==> config.mk <==
export PLATFORM = sky130hd
export DESIGN_NAME = timer_irq_ctrl
export DESIGN_NICKNAME = d
export VERILOG_FILES = /design/src/rtl/tirq_pkg.sv /design/src/rtl/tirq_decode.sv /design/src/rtl/tirq_channel.sv /design/src/rtl/tirq_readback.sv /design/src/rtl/timer_irq_ctrl.sv
export SDC_FILE = /design/constraint.sdc
export NUM_CORES = 1
export LEC_CHECK = 0
export BUFFER_PORTS_ARGS = -buffer_cell sky130_fd_sc_hd__buf_2
export CAP_MARGIN = 5
export CORE_MARGIN = 2
export CORE_UTILIZATION = 40
export CTS_BUF_LIST = sky130_fd_sc_hd__clkbuf_8
export DETAILED_ROUTE_END_ITERATION = 10
export PLACE_DENSITY = 0.87
export SLEW_MARGIN = 25
export SYNTH_ARGS = -nofsm -noshare
export SYNTH_HDL_FRONTEND = slang
export SYNTH_SLANG_ARGS = --single-unit
==> constraint.sdc <==
create_clock -name clk -period 3.4 [get_ports clk]
set_clock_uncertainty 0.2 [all_clocks]
set_input_delay 0.34 -clock clk [delete_from_list [all_inputs] [get_ports clk]]
set_output_delay 0.34 -clock clk [all_outputs]
set_load 0.05 [all_outputs]
==> src/rtl/tirq_pkg.sv <==
package tirq_pkg;

    localparam int NUM_CH   = 5;
    localparam int DATA_W   = 32;
    localparam int EN_LSB   = 0;
    localparam int ST_LSB   = EN_LSB + NUM_CH;
    localparam int USED_W   = ST_LSB + NUM_CH;

    // Decoded write command for one clock cycle
    typedef struct packed {
        logic              hit;
        logic [NUM_CH-1:0] en_val;
        logic [NUM_CH-1:0] clr_mask;
    } wr_cmd_t;

    // Register state of one channel
    typedef struct packed {
        logic en;
        logic st;
        logic irq;
    } ch_state_t;

    function automatic logic [DATA_W-1:0] pack_word(
        input logic [NUM_CH-1:0] en,
        input logic [NUM_CH-1:0] st
    );
        logic [DATA_W-1:0] w;
        w = '0;
        w[EN_LSB +: NUM_CH] = en;
        w[ST_LSB +: NUM_CH] = st;
        return w;
    endfunction

endpackage

==> src/rtl/tirq_decode.sv <==
module tirq_decode
    import tirq_pkg::*;
#(
    parameter int              ADDR_W     = 8,
    parameter logic [ADDR_W-1:0] REG_OFFSET = 8'h44
) (
    input  logic [ADDR_W-1:0] addr,
    input  logic              wr_en,
    input  logic [DATA_W-1:0] wdata,
    output wr_cmd_t           cmd
);

    logic unused_hi;
    assign unused_hi = ^wdata[DATA_W-1:USED_W];

    always_comb begin
        cmd.hit      = wr_en && (addr == REG_OFFSET);
        cmd.en_val   = wdata[EN_LSB +: NUM_CH];
        cmd.clr_mask = cmd.hit ? wdata[ST_LSB +: NUM_CH] : '0;
    end

endmodule

==> src/rtl/tirq_channel.sv <==
module tirq_channel
    import tirq_pkg::*;
(
    input  logic      clk,
    input  logic      rst,
    input  logic      wr_hit,
    input  logic      wr_en_bit,
    input  logic      wr_clr,
    input  logic      expire,
    output ch_state_t state
);

    ch_state_t cur, nxt;

    always_comb begin
        nxt = cur;
        if (wr_hit)
            nxt.en = wr_en_bit;
        // expiry wins over a clearing write in the same cycle
        nxt.st = expire | (cur.st & ~wr_clr);
        if (expire && cur.en)
            nxt.irq = 1'b1;
        else if (wr_clr && !expire)
            nxt.irq = 1'b0;
    end

    always_ff @(posedge clk) begin
        if (rst)
            cur <= '0;
        else
            cur <= nxt;
    end

    assign state = cur;

endmodule

==> src/rtl/tirq_readback.sv <==
module tirq_readback
    import tirq_pkg::*;
#(
    parameter int              ADDR_W     = 8,
    parameter logic [ADDR_W-1:0] REG_OFFSET = 8'h44
) (
    input  logic [ADDR_W-1:0] addr,
    input  logic [NUM_CH-1:0] en,
    input  logic [NUM_CH-1:0] st,
    output logic [DATA_W-1:0] rd_data
);

    always_comb begin
        if (addr == REG_OFFSET)
            rd_data = pack_word(en, st);
        else
            rd_data = '0;
    end

endmodule

==> src/rtl/timer_irq_ctrl.sv <==
module timer_irq_ctrl
    import tirq_pkg::*;
#(
    parameter int              ADDR_W     = 8,
    parameter logic [ADDR_W-1:0] REG_OFFSET = 8'h44
) (
    input  logic              clk,
    input  logic              rst,
    input  logic [ADDR_W-1:0] addr,
    input  logic              wr_en,
    input  logic [DATA_W-1:0] wdata,
    output logic [DATA_W-1:0] rd_data,
    input  logic [NUM_CH-1:0] expire,
    output logic [NUM_CH-1:0] irq
);

    wr_cmd_t           cmd;
    logic [NUM_CH-1:0] en_q;
    logic [NUM_CH-1:0] st_q;

    tirq_decode #(
        .ADDR_W     (ADDR_W),
        .REG_OFFSET (REG_OFFSET)
    ) i_decode (
        .addr  (addr),
        .wr_en (wr_en),
        .wdata (wdata),
        .cmd   (cmd)
    );

    for (genvar g = 0; g < NUM_CH; g++) begin : g_ch
        ch_state_t s;
        tirq_channel i_channel (
            .clk       (clk),
            .rst       (rst),
            .wr_hit    (cmd.hit),
            .wr_en_bit (cmd.en_val[g]),
            .wr_clr    (cmd.clr_mask[g]),
            .expire    (expire[g]),
            .state     (s)
        );
        assign en_q[g] = s.en;
        assign st_q[g] = s.st;
        assign irq[g]  = s.irq;
    end

    tirq_readback #(
        .ADDR_W     (ADDR_W),
        .REG_OFFSET (REG_OFFSET)
    ) i_readback (
        .addr    (addr),
        .en      (en_q),
        .st      (st_q),
        .rd_data (rd_data)
    );

endmodule

* Word level (Yosys, flattened, before mapping)
Index checks and enable logic that the tools add are counted.
** Cells by class
- Equal/unequal tests :: 1
- Muxes and demuxes :: 12
- Bitwise gates (word level) :: 15
- Reductions and logical operators :: 21
** Operator list (count)
- 1-bit logical AND :: 11
- 1-bit two-way mux :: 10
- 10-bit two-way mux :: 1
- 2-bit nonzero test :: 5
- 8-bit by 7-bit equality test with 1-bit output, second input constant :: 1
- 1-bit AND :: 5
- 1-bit zero test :: 5
- 5-bit two-way mux :: 1
- 1-bit NOT :: 5
- 1-bit bitwise OR :: 5
** Storage, ports and cells
- Bits in registers :: 15
- Input port bits :: 48
- Output and inout bits :: 37
- Logic and storage cells :: 64

* Longest topological paths before layout
- Depth in word-level cells :: 6
- Mapped depth :: 4
- Mapped depth without buffers :: 3

* Cells and area by module
A second synthesis with hierarchy kept.
** Unflattened totals
- Cells, all modules :: 126
- Area, all modules :: 1073.5 um^2
** Modules (own cells, without submodules)
- tirq_channel :: instances 5, cells an instance 12, area an instance 111.4 um^2, seq. area each 60.1 um^2
- tirq_readback :: instances 1, cells an instance 47, area an instance 351.6 um^2, seq. area each 0.0 um^2
- tirq_decode :: instances 1, cells an instance 19, area an instance 165.2 um^2, seq. area each 0.0 um^2

* Worst setup path before layout
No wires, ideal clock.
- Kind :: input port to output port
- From :: in addr[1]
- To :: out rd_data[0]
- Data arrival time :: 1.614 ns
- Required time :: 2.860 ns
- Slack :: 1.246 ns
- Cell stages on the path :: 3
- Buffers on the path :: 0
- Cell sequence :: or4_4 nor2_1 and2_1
** On the way
- Cells in the longest elaborated chain, start to end :: 2
** Ends and longest elaborated chain
- start: declaration :: RTL line timer_irq_ctrl.sv:9 : input logic [ADDR_W-1:0] addr,
- 8-bit by 7-bit equality test with 1-bit output :: RTL line tirq_readback.sv:14 : if (addr == REG_OFFSET)
- 10-bit two-way mux :: RTL line tirq_readback.sv:14
- end: declaration :: RTL line timer_irq_ctrl.sv:12 : output logic [DATA_W-1:0] rd_data,
No other way between the ends.

* Worst setup path after layout
- From :: in addr[1]
- To :: out rd_data[3]
Same word-level chain as after synthesis.

==> impl_metrics.yaml <==
routing:
  detailedRoute.firstPassIterationCount: 4
  vias: 732
  drt_drc_violations_left: 0
  via_per_inst: 4.46
  wirelength_mm: 1.68
  antenna_left: 0
  detail_route.wl_per_cell_um: 10.2
  detail_route.iter0.violations: 4
floorplanning:
  dieHeight_um: 51.5
  design.die.area_sq_mm: 0.00265
  floorplan.rows: 17
  start_util: 0.416
  core_area_sq_mm: 0.00217
  io_pins: 85
  die_w_um: 51.5
yosys:
  synthesis.instances: 101
  syn_avg_cell_area_sq_um: 8.93
  async_sr_flop_fraction: 0
  ys_ff_latch: 15
  synthesis.yosys.warnings: 0
  ys_types: 15
  synth_edf_count: 0
  seq_area_frac_synth: 0.333
  synthFlopType: "sky130_fd_sc_hd__dfxtp_1"
  netlist_area_sq_um: 902
placement:
  port_buffers: 40
  dp_hpwl_mm: 1.34
  gp_congestion: 0.669
grt:
  gr-total-overflow: 0
  grt_pass1_vias: 608
  largest_net_degree_at_the_start_of_global_routing: 21
  number_of_antenna_violations_at_the_first_check_in_global_routing: 0
  grt_pass1_wl_mm: 2.44
  gr-usage-all-layers: 0.127
clocking:
  clock_slew_at_reported_path_ffs_ps: 60
  hold_buffers: 0
  cts_made_buffers: 3
  clk_latency_ps: 240
  ctsLongestPathBuffers: 2
  clock_tree.root_cell: "sky130_fd_sc_hd__clkbuf_8"
  cts_resized: 0
  clock_tree_from_tritoncts: "done"
  clock_sinks: 15
  ctsHtreeMaxLevel: 1
  post_cts_buffers: 0
job:
  maxCapViolCount: 0
hold_path:
  hp-class: "input port to register"
finish:
  largest_register_ff_count: 15
  diodes: 0
  number_of_nets_in_the_final_layout: 185
  area.growth.synth_to_final_pct: 15.3
  post_route_cells_drive_above_1_share: 0.338
sta:
  whs_ps: 101
  rsz0062_at_grt: "false"
  totalNegativeSetupSlack_ps: 0
  final-setup-viol-count: 0
  layout_min_cycle_time_ps: 2450
  final-hold-violation-count: 0
  number_of_pins_exceeding_their_max_slew_limit_in_the_final_report: 0
  relSlewSlack: 0.564
  layout_worst_path_cycle_share: 0.720
  maxClockFrequency_ghz: 0.408
  pin_slew_with_the_least_headroom_to_its_limit_ps: 652
critical_path:
  crit_type: "input port to output port"
  critical_path.max_fanout: 10
  worst_ep_arrival_time_ps: 1910
  end_kind: "output port"
  worstSetupStartpointType: "input port"
  timing.critical_path.required_ps: 2860
pwr:
  totalPowerFinal_mw: 0.406
  p_per_area_mw_per_mm2: 391
  irDropWorstVdd_mv: 0.239
  reported_leakage_power_nw: 0.526
run_status:
  outcome: "completed"
## per-layer routing
metal / vias to the layer above / share of wire / track usage
met1: 336 / 0.37 / 0.120
met5: - / 0 / 0
met3: 2 / 0.093 / 0.0661
met4: 0 / 0.0071 / 0.0395
met2: 31 / 0.53 / 0.233
li1: 363 / - / -
## critical path, cell delays in order
cell and delay [ps]:
sky130_fd_sc_hd__buf_2 100, sky130_fd_sc_hd__or4_4 540, sky130_fd_sc_hd__nor2_1 460, sky130_fd_sc_hd__and2_1 200, sky130_fd_sc_hd__buf_2 260
## worst paths after layout
kind / from / endpoint / slack (ps) / cells past startpoint
max reg2reg: g_ch[3].i_channel.state[2]$_SDFFE_PP0N_ / g_ch[3].i_channel.state[0]$_SDFFE_PP0P_ / 2390 / 2
min: wdata[5] / g_ch[0].i_channel.state[0]$_SDFFE_PP0P_ / 100 / 2
min reg2reg: g_ch[4].i_channel.state[1]$_SDFF_PP0_ / g_ch[4].i_channel.state[1]$_SDFF_PP0_ / 290 / 2
max: addr[1] / rd_data[3] / 950 / 5
## cells in the mapped netlist, types with 2 or more instances
cell type,n,share of area
sky130_fd_sc_hd__buf_4,27,0.22
sky130_fd_sc_hd__dfxtp_1,15,0.33
sky130_fd_sc_hd__a311oi_1,10,0.097
sky130_fd_sc_hd__and2_1,10,0.069
sky130_fd_sc_hd__nand2b_1,10,0.069
sky130_fd_sc_hd__inv_1,6,0.025
sky130_fd_sc_hd__nor2_1,6,0.025
sky130_fd_sc_hd__a21oi_1,5,0.028
sky130_fd_sc_hd__mux2i_1,5,0.055
sky130_fd_sc_hd__clkbuf_1,2,0.0083
## cells in the final DEF, fill, tap and decap left out
cell type                    n
sky130_fd_sc_hd__and2_1     10
sky130_fd_sc_hd__mux2i_1     5
sky130_fd_sc_hd__or4_4       1
sky130_fd_sc_hd__buf_2      40
sky130_fd_sc_hd__conb_1     22
sky130_fd_sc_hd__nor3_4      1
sky130_fd_sc_hd__clkbuf_8    3
sky130_fd_sc_hd__dfxtp_1    15
sky130_fd_sc_hd__a21oi_1     5
sky130_fd_sc_hd__nand4bb_2   1
sky130_fd_sc_hd__nor2_1      6
sky130_fd_sc_hd__nand2b_1   10
sky130_fd_sc_hd__a311oi_1   10
sky130_fd_sc_hd__inv_1       7
## area by class of cell
type	count	area, sq um
clock buffers	3	41.3
repair buffers	40	200
flip-flops and latches	15	300
fillers	224	1130
clock inverters	1	3.75
well taps	28	35.0
multi-input cells	71	437
inverters	6	22.5
## power by group
group          internal [mW]  switching [mW]  total [mW]
registers              0.180         0.00189       0.182
clock network         0.0799          0.0587       0.139
logic                 0.0174          0.0682      0.0856
total                  0.277           0.129       0.406
## logic make-up (layout without fill, tap and decap cells)
| family | after synthesis | in the layout | share of synthesized area |
|---|---|---|---|
| flip-flops | 15 | 15 | 0.333 |
| AND/OR/NAND/NOR | 29 | 29 | 0.212 |
| AO/OA/AOI/OAI | 15 | 15 | 0.125 |
| other | 1 | 22 | 0.00416 |
| multiplexers | 5 | 5 | 0.0555 |
| buffers and inverters | 36 | 50 | 0.270 |
## metrics by stage
stage	setup slack [ps]	utilization	std cells	instance area [sq um]
2_1_floorplan	1250	-	122	981
3_3_place_gp	957	0.458	160	995
3_5_place_dp	928	0.458	160	995
4_1_cts	927	0.479	164	1040
5_1_grt	870	0.479	164	1040
6_report	952	0.479	164	1040
No activity file was read; power rests on OpenSTA's default activity.
